## src/rtl/pwr_seq_pkg.sv

```systemverilog
package pwr_seq_pkg;

  typedef enum logic [2:0] {
    ST_ACTIVE,
    ST_IDLE,
    ST_STANDBY,
    ST_SHUTDOWN,
    ST_WAKE
  } pwr_state_e;

  localparam logic [1:0] MODE_ACTIVE   = 2'd0;
  localparam logic [1:0] MODE_IDLE     = 2'd1;
  localparam logic [1:0] MODE_STANDBY  = 2'd2;
  localparam logic [1:0] MODE_SHUTDOWN = 2'd3;

  localparam logic [1:0] LSEL_IDLE  = 2'd0;
  localparam logic [1:0] LSEL_STBY  = 2'd1;
  localparam logic [1:0] LSEL_SHDN  = 2'd2;
  localparam int         LAT_NSRC   = 3;

  typedef struct packed {
    logic cpu;
    logic mem;
    logic per;
    logic radio;
    logic hf;
    logic bod_duty;
    logic aon;
    logic cop;
  } gate_map_t;

endpackage

```

## src/rtl/pwr_seq_wake.sv

```systemverilog
module pwr_seq_wake
  import pwr_seq_pkg::*;
(
  input  pwr_state_e state,
  input  logic       irq,
  input  logic       rtc_evt,
  input  logic       pin_wake,
  input  logic       cop_evt,
  input  logic       rst_pin,
  output logic       wake_hit,
  output logic       wake_shd,
  output logic [1:0] wake_sel
);

  // Each low-power mode qualifies its own subset of wake sources.
  always_comb begin
    wake_hit = 1'b0;
    wake_shd = 1'b0;
    wake_sel = LSEL_IDLE;
    unique case (state)
      ST_IDLE: begin
        wake_hit = irq | rtc_evt | pin_wake | cop_evt;
        wake_sel = LSEL_IDLE;
      end
      ST_STANDBY: begin
        wake_hit = rtc_evt | pin_wake | cop_evt;
        wake_sel = LSEL_STBY;
      end
      ST_SHUTDOWN: begin
        wake_hit = pin_wake | rst_pin;
        wake_shd = pin_wake | rst_pin;
        wake_sel = LSEL_SHDN;
      end
      default: ;
    endcase
  end

endmodule

```

## src/rtl/pwr_seq_lat.sv

```systemverilog
module pwr_seq_lat
  import pwr_seq_pkg::*;
#(
  parameter int LAT_W    = 8,
  parameter int DEF_IDLE = 1,
  parameter int DEF_STBY = 6,
  parameter int DEF_SHDN = 34
) (
  input  logic             clk,
  input  logic             rst_n,
  input  logic             lat_we,
  input  logic [1:0]       lat_sel,
  input  logic [LAT_W-1:0] lat_val,
  input  logic             load,
  input  logic [1:0]       load_sel,
  input  logic             restore,
  input  logic             counting,
  input  logic             lf_tick,
  output logic             done
);

  localparam logic [LAT_W-1:0] DEF_VAL [LAT_NSRC] =
    '{LAT_W'(DEF_IDLE), LAT_W'(DEF_STBY), LAT_W'(DEF_SHDN)};

  logic [LAT_W-1:0] lat_q [LAT_NSRC];
  logic [LAT_W-1:0] cnt_q, cnt_d, ld_val, sel_val;
  logic             cnt_en;

  for (genvar g = 0; g < LAT_NSRC; g++) begin : g_latreg
    always_ff @(posedge clk or negedge rst_n) begin
      if (!rst_n)                                lat_q[g] <= DEF_VAL[g];
      else if (restore)                          lat_q[g] <= DEF_VAL[g];
      else if (lat_we && (lat_sel == 2'(g)))     lat_q[g] <= lat_val;
    end
  end

  always_comb begin
    unique case (load_sel)
      LSEL_IDLE: sel_val = lat_q[0];
      LSEL_STBY: sel_val = lat_q[1];
      LSEL_SHDN: sel_val = lat_q[2];
      default:   sel_val = '0;
    endcase
    // A write to the register being loaded is forwarded to the counter.
    ld_val = (lat_we && (lat_sel == load_sel)) ? lat_val : sel_val;
  end

  always_comb begin
    cnt_en = load | (counting & lf_tick & (cnt_q != '0));
    cnt_d  = load ? ld_val : (cnt_q - 1'b1);
  end

  always_ff @(posedge clk or negedge rst_n) begin
    if (!rst_n)      cnt_q <= '0;
    else if (cnt_en) cnt_q <= cnt_d;
  end

  assign done = (cnt_q == '0);

  // once counting, the remaining count never grows until the next load.
  a_r10_cnt_monotonic: assert property (@(posedge clk) disable iff (!rst_n)
    (counting && !load) |=> (cnt_q <= $past(cnt_q)));

endmodule

```

## src/rtl/pwr_seq_gate.sv

```systemverilog
module pwr_seq_gate
  import pwr_seq_pkg::*;
(
  input  pwr_state_e state,
  output gate_map_t  gmap
);

  always_comb begin
    unique case (state)
      ST_ACTIVE, ST_WAKE:
        gmap = '{cpu:1'b1, mem:1'b1, per:1'b1, radio:1'b1, hf:1'b1,
                 bod_duty:1'b0, aon:1'b1, cop:1'b1};
      ST_IDLE:
        gmap = '{cpu:1'b0, mem:1'b0, per:1'b1, radio:1'b1, hf:1'b1,
                 bod_duty:1'b0, aon:1'b1, cop:1'b1};
      ST_STANDBY:
        gmap = '{cpu:1'b0, mem:1'b0, per:1'b0, radio:1'b0, hf:1'b0,
                 bod_duty:1'b1, aon:1'b1, cop:1'b1};
      default:
        gmap = '0;
    endcase
  end

endmodule

```

## src/rtl/pwr_seq_top.sv

```systemverilog
module pwr_seq_top
  import pwr_seq_pkg::*;
#(
  parameter int LAT_W    = 8,
  parameter int DEF_IDLE = 1,
  parameter int DEF_STBY = 6,
  parameter int DEF_SHDN = 34
) (
  input  logic             clk,
  input  logic             rst_n,
  input  logic             lf_tick,
  input  logic             req_valid,
  input  logic [1:0]       req_mode,
  input  logic             irq,
  input  logic             rtc_evt,
  input  logic             pin_wake,
  input  logic             cop_evt,
  input  logic             rst_pin,
  input  logic             lat_we,
  input  logic [1:0]       lat_sel,
  input  logic [LAT_W-1:0] lat_val,
  output logic             cpu_clk_en,
  output logic             mem_clk_en,
  output logic             per_clk_en,
  output logic             radio_en,
  output logic             hf_clk_en,
  output logic             bod_duty,
  output logic             aon_en,
  output logic             cop_en,
  output logic             active_ready,
  output logic             reset_req
);

  logic [1:0] rst_sync_q;
  logic       rst_s_n;

  always_ff @(posedge clk or negedge rst_n) begin
    if (!rst_n) rst_sync_q <= 2'b00;
    else        rst_sync_q <= {rst_sync_q[0], 1'b1};
  end
  assign rst_s_n = rst_sync_q[1];

  pwr_state_e state_q, state_d;
  logic       wake_hit, wake_shd, lat_done;
  logic [1:0] wake_sel;
  gate_map_t  gmap;
  logic       rreq_q;

  pwr_seq_wake u_wake (
    .state    (state_q),
    .irq      (irq),
    .rtc_evt  (rtc_evt),
    .pin_wake (pin_wake),
    .cop_evt  (cop_evt),
    .rst_pin  (rst_pin),
    .wake_hit (wake_hit),
    .wake_shd (wake_shd),
    .wake_sel (wake_sel)
  );

  pwr_seq_lat #(
    .LAT_W    (LAT_W),
    .DEF_IDLE (DEF_IDLE),
    .DEF_STBY (DEF_STBY),
    .DEF_SHDN (DEF_SHDN)
  ) u_lat (
    .clk      (clk),
    .rst_n    (rst_s_n),
    .lat_we   (lat_we),
    .lat_sel  (lat_sel),
    .lat_val  (lat_val),
    .load     (wake_hit),
    .load_sel (wake_sel),
    .restore  (wake_shd),
    .counting (state_q == ST_WAKE),
    .lf_tick  (lf_tick),
    .done     (lat_done)
  );

  pwr_seq_gate u_gate (
    .state (state_q),
    .gmap  (gmap)
  );

  always_comb begin
    state_d = state_q;
    unique case (state_q)
      ST_ACTIVE: begin
        if (req_valid) begin
          unique case (req_mode)
            MODE_IDLE:     state_d = ST_IDLE;
            MODE_STANDBY:  state_d = ST_STANDBY;
            MODE_SHUTDOWN: state_d = ST_SHUTDOWN;
            default:       state_d = ST_ACTIVE;
          endcase
        end
      end
      ST_IDLE, ST_STANDBY, ST_SHUTDOWN: begin
        if (wake_hit) state_d = ST_WAKE;
      end
      ST_WAKE: begin
        if (lat_done) state_d = ST_ACTIVE;
      end
      default: state_d = ST_ACTIVE;
    endcase
  end

  always_ff @(posedge clk or negedge rst_s_n) begin
    if (!rst_s_n) begin
      state_q <= ST_ACTIVE;
      rreq_q  <= 1'b0;
    end else begin
      state_q <= state_d;
      rreq_q  <= wake_shd;
    end
  end

  assign cpu_clk_en   = gmap.cpu;
  assign mem_clk_en   = gmap.mem;
  assign per_clk_en   = gmap.per;
  assign radio_en     = gmap.radio;
  assign hf_clk_en    = gmap.hf;
  assign bod_duty     = gmap.bod_duty;
  assign aon_en       = gmap.aon;
  assign cop_en       = gmap.cop;
  assign active_ready = (state_q == ST_ACTIVE);
  assign reset_req    = rreq_q;

  // without a qualified wake a low-power mode holds, whatever is requested.
  a_r3_req_ignored: assert property (@(posedge clk) disable iff (!rst_s_n)
    ((state_q == ST_IDLE || state_q == ST_STANDBY || state_q == ST_SHUTDOWN) && !wake_hit)
    |=> (state_q == $past(state_q)));

  // an ordinary interrupt alone never leaves standby.
  a_r7_irq_no_stby_exit: assert property (@(posedge clk) disable iff (!rst_s_n)
    (state_q == ST_STANDBY && !rtc_evt && !pin_wake && !cop_evt) |=> (state_q == ST_STANDBY));

  // shutdown keeps the always-on domain and co-processor dark.
  a_r8_shd_dark: assert property (@(posedge clk) disable iff (!rst_s_n)
    (state_q == ST_SHUTDOWN) |-> (!aon_en && !cop_en && !cpu_clk_en && !active_ready));

  // a reset request only follows a shutdown exit.
  a_r9_reset_after_shd: assert property (@(posedge clk) disable iff (!rst_s_n)
    reset_req |-> ($past(state_q) == ST_SHUTDOWN && state_q == ST_WAKE));

  // the CPU is not reported running while the countdown is still busy.
  a_r10_ready_waits: assert property (@(posedge clk) disable iff (!rst_s_n)
    (state_q == ST_WAKE && !lat_done) |=> !active_ready);

  // duty-cycled brown-out detection only with high-speed clock off.
  a_r6_bod_duty_map: assert property (@(posedge clk) disable iff (!rst_s_n)
    bod_duty |-> (!hf_clk_en && !radio_en && aon_en));

endmodule

```

## config.mk

```make
export PLATFORM = sky130hd
export DESIGN_NAME = pwr_seq_top
export DESIGN_NICKNAME = d
export VERILOG_FILES = /design/src/rtl/pwr_seq_pkg.sv /design/src/rtl/pwr_seq_wake.sv /design/src/rtl/pwr_seq_lat.sv /design/src/rtl/pwr_seq_gate.sv /design/src/rtl/pwr_seq_top.sv
export SDC_FILE = /design/constraint.sdc
export NUM_CORES = 1
export LEC_CHECK = 0
export ABC_AREA = 1
export CORE_MARGIN = 2
export CORE_UTILIZATION = 37
export CTS_CLUSTER_SIZE = 24
export DETAILED_ROUTE_END_ITERATION = 10
export PLACE_DENSITY = 0.6
export SLEW_MARGIN = 30
export SYNTH_ARGS = -nofsm -noshare
export SYNTH_HDL_FRONTEND = slang
export SYNTH_HIERARCHICAL = 1
export SYNTH_SLANG_ARGS = --single-unit
export TNS_END_PERCENT = 100
```

## constraint.sdc

```tcl
create_clock -name clk -period 1.75 [get_ports clk]
set_input_delay 0.35 -clock clk [delete_from_list [all_inputs] [get_ports clk]]
set_output_delay 0.35 -clock clk [all_outputs]
set_load 0.02 [all_outputs]
```

==> results.py <==
metrics = {
    "outcome": {
        "status": "finished, final reports clean",
    },
    "layout": {
        "syn_to_final_growth_pct": 30.4,
        "layout_common_cells": "nand2_1 (97), inv_1 (42), buf_4 (33), dfrtp_1 (31), nand3_1 (27)",
        "fin_cells": 453,
        "final_area_sq_um": 3050,
        "post-route-util_pct": 50.6,
        "final_nets": 401,
        "drive_above_1_share_pct": 26.7,
        "n_antenna_cell": 0,
        "mostFrequentLayoutCell": "nand2_1",
    },
    "clock_tree": {
        "hold_buffers": 0,
        "cts_htree_levels": 2,
        "cts_buffer_depth": 2,
        "tritoncts": "built",
        "clock-sinks": 38,
        "cts_root_buf": "clkbuf_8",
        "clock_latency_ns": 0.29,
        "cts_buffers": 5,
        "cts.clk_slew.worst_paths_ns": 0.07,
    },
    "place": {
        "placed_cell_area_sq_um": 2910,
        "portBuffers": 31,
        "gp_congestion": 0.841,
        "dp_slack_ns": -0.141,
        "dp_cells": 438,
        "dpl.hpwl_microns": 4130,
    },
    "worst_setup_path": {
        "path_buf_inv": 3,
        "crit_arrival_ns": 1.85,
        "critical_path.top_delay_family": "flip-flops",
        "reg2reg_setup_slack_ns": 0.08,
        "cp_slowest_cell": "dfrtp_1",
        "cp.required_ns": 1.93,
        "crit_chain": "buf_4, nor2_4, o21ai_1, inv_1, inv_2, nand2_4, mux2_2",
        "startpoint_type": "register",
        "path_class": "reg -> reg",
        "endpoint_kind": "register",
        "max_stage_delay_ns": 0.41,
        "crit_path_max_fanout": 7,
    },
    "pwr": {
        "clkPwrFrac_pct": 13.6,
        "p_per_area_nw_per_um2": 1500,
        "p_leak_nw": 1.54,
        "power_frac_seq_pct": 33.9,
        "switching_share_pct": 43.1,
        "p_comb_share_pct": 52.5,
        "intPower_mw": 2.61,
        "power_mw": 4.59,
        "p_switching_mw": 1.98,
        "ir_drop_v": 0.000790,
    },
    "route": {
        "routed_via_density": 4.74,
        "vias": 2148,
        "wl_per_cell_microns": 12.3,
        "first_pass_iters": 4,
        "postRouteAntennaNets": 0,
        "drtIter0Drc": 99,
        "drt_wl_total_microns": 5580,
        "drc": 0,
    },
    "yosys": {
        "syn_inst": 312,
        "ys_types": 32,
        "avgSynthCellArea_sq_um": 7.50,
        "yosys_warnings": 6,
        "syn_area_sq_um": 2340,
        "netlist.top_cell.by_area": "dfrtp_1",
        "ys_ff_latch": 38,
        "yosysTopAreaCellShare_pct": 35.3,
        "ys_top_cells_by_area": "dfrtp_1 (35%), nand2_1 (16%), inv_1 (6.9%)",
        "yosysSeqAreaShare_pct": 40.9,
        "syn_nets": 336,
    },
    "global_routing": {
        "antenna_found_initial": 0,
        "grt_pass1_wl_microns": 9340,
        "grt_usage_pct": 16.4,
        "grt_max_degree": 37,
        "grt_pass1_vias": 1993,
        "grt_overflow": 0,
    },
    "timing": {
        "setup_viol": 0,
        "slew_viol_final": 0,
        "fmax_mhz": 599,
        "period_needed_ns": 1.67,
        "finalCritPeriodShare_pct": 95.5,
        "clock_skew_ns": 0.00656,
        "setup_slack_ns": 0.0792,
        "hold_ws_ns": 0.217,
        "fin_tns_setup_ns": 0,
        "hold_viol": 0,
    },
    "job": {
        "cap_violations": 0,
    },
    "floorplanning": {
        "initial_utilization_pct": 38.8,
        "rows": 28,
        "pin_count": 32,
        "die_area_sq_um": 6980,
        "fp.dieH_microns": 83.5,
        "die_w_microns": 83.5,
        "core_sq_um": 6030,
    },
    "worst_hold_path": {
        "hold_path_class": "in -> async",
    },
}
-- cells by family (layout without fill, tap and decap cells) --
| group | count (synthesis) | count (layout) | share of synthesized area, % |
|---|---|---|---|
| fa+ha+maj | 2 | 2 | 1.07 |
| xor+xnor | 2 | 2 | 0.749 |
| flops | 38 | 38 | 40.9 |
| simple gates | 176 | 176 | 34.7 |
| buf+inv | 55 | 121 | 9.89 |
| compound gates | 26 | 26 | 6.79 |
| mux | 12 | 12 | 5.78 |
| other cells | 1 | 1 | 0.160 |
-- worst paths after layout --
kind,startpoint,end,depth (start not counted)
setup / recovery,state_q[2]$_DFFE_PN0P_,u_lat/lat_q[2]$_DFFE_PN0P_,7
hold / removal,rst_n,rst_sync_q[1]$_DFF_PN0_,1
setup reg to reg,state_q[2]$_DFFE_PN0P_,u_lat/lat_q[2]$_DFFE_PN0P_,7
hold reg to reg,rst_sync_q[1]$_DFF_PN0_,u_lat/cnt_q[4]$_DFFE_PN0P_,1
max in group asynchronous,rst_sync_q[1]$_DFF_PN0_,u_lat/lat_q[1]$_DFFE_PN1P_,1
min in group clk,rst_sync_q[0]$_DFF_PN0_,rst_sync_q[1]$_DFF_PN0_,0
-- synthesized netlist by cell type --
cell and number:
a21oi_1 1, a31oi_1 2, and2_1 1, buf_2 2, buf_4 4, buf_6 1, clkbuf_1 1, conb_1 1
dfrtp_1 33, dfstp_2 5, ha_1 2, inv_1 43, inv_2 4, mux2_2 12, nand2_1 98, nand2_2 3
nand2_4 1, nand3_1 29, nand3_2 5, nand4_1 4, nor2_1 20, nor2_2 9, nor2_4 4, nor3_1 2
o211ai_1 2, o21ai_0 13, o21ai_1 5, o21bai_1 1, o31ai_1 1, o31ai_4 1, xnor2_1 1, xor2_1 1
-- area by class of cell --
type | count | area (sq um)
clock buffer | 7 | 86.3
clock inverter | 1 | 5.00
fill | 572 | 2970
inverter | 47 | 179
multi-input combinational | 219 | 1200
sequential | 38 | 960
tap | 75 | 93.8
timing repair buffer | 66 | 531
-- worst register-to-register path, delay by kind of cell (launching register included) --
family,cells,cell delay [ns]
buf+inv,3,0.38
mux,1,0.35
flops,1,0.41
simple gates,2,0.29
compound gates,1,0.12
-- power groups by stage --
stage	clock (mW)	combinational [mW]	sequential (mW)
global placement	0	2.38	1.58
CTS	0.642	2.35	1.57
global route	0.686	2.70	1.61
floorplan	0	1.71	1.52
finish	0.624	2.41	1.56
detailed placement	0	2.41	1.57
-- per-layer routing --
| layer | vias up | GRT usage (%) | share of wire, % |
|---|---|---|---|
| met5 | - | 0 | 0 |
| li1 | 1115 | - | - |
| met3 | 5 | 2.97 | 3.8 |
| met4 | 0 | 4.99 | 1.0 |
| met2 | 36 | 26.2 | 47 |
| met1 | 992 | 22.8 | 49 |
-- registers in the layout (all words and copies together) (netlist names) --
signal and flops:
u_lat/lat_q 24, u_lat/cnt_q 8, state_q 3, rst_sync_q 2, reset_req 1
-- repair_timing --
| action | 4_1_cts | 5_1_grt |
|---|---|---|
| gates resized for setup | 13 | 26 |
| pin swaps | 0 | 1 |
| buffers inserted | 0 | 7 |
| setup endpoints to repair | 15 | 33 |
No activity file was read; power rests on OpenSTA's default activity.
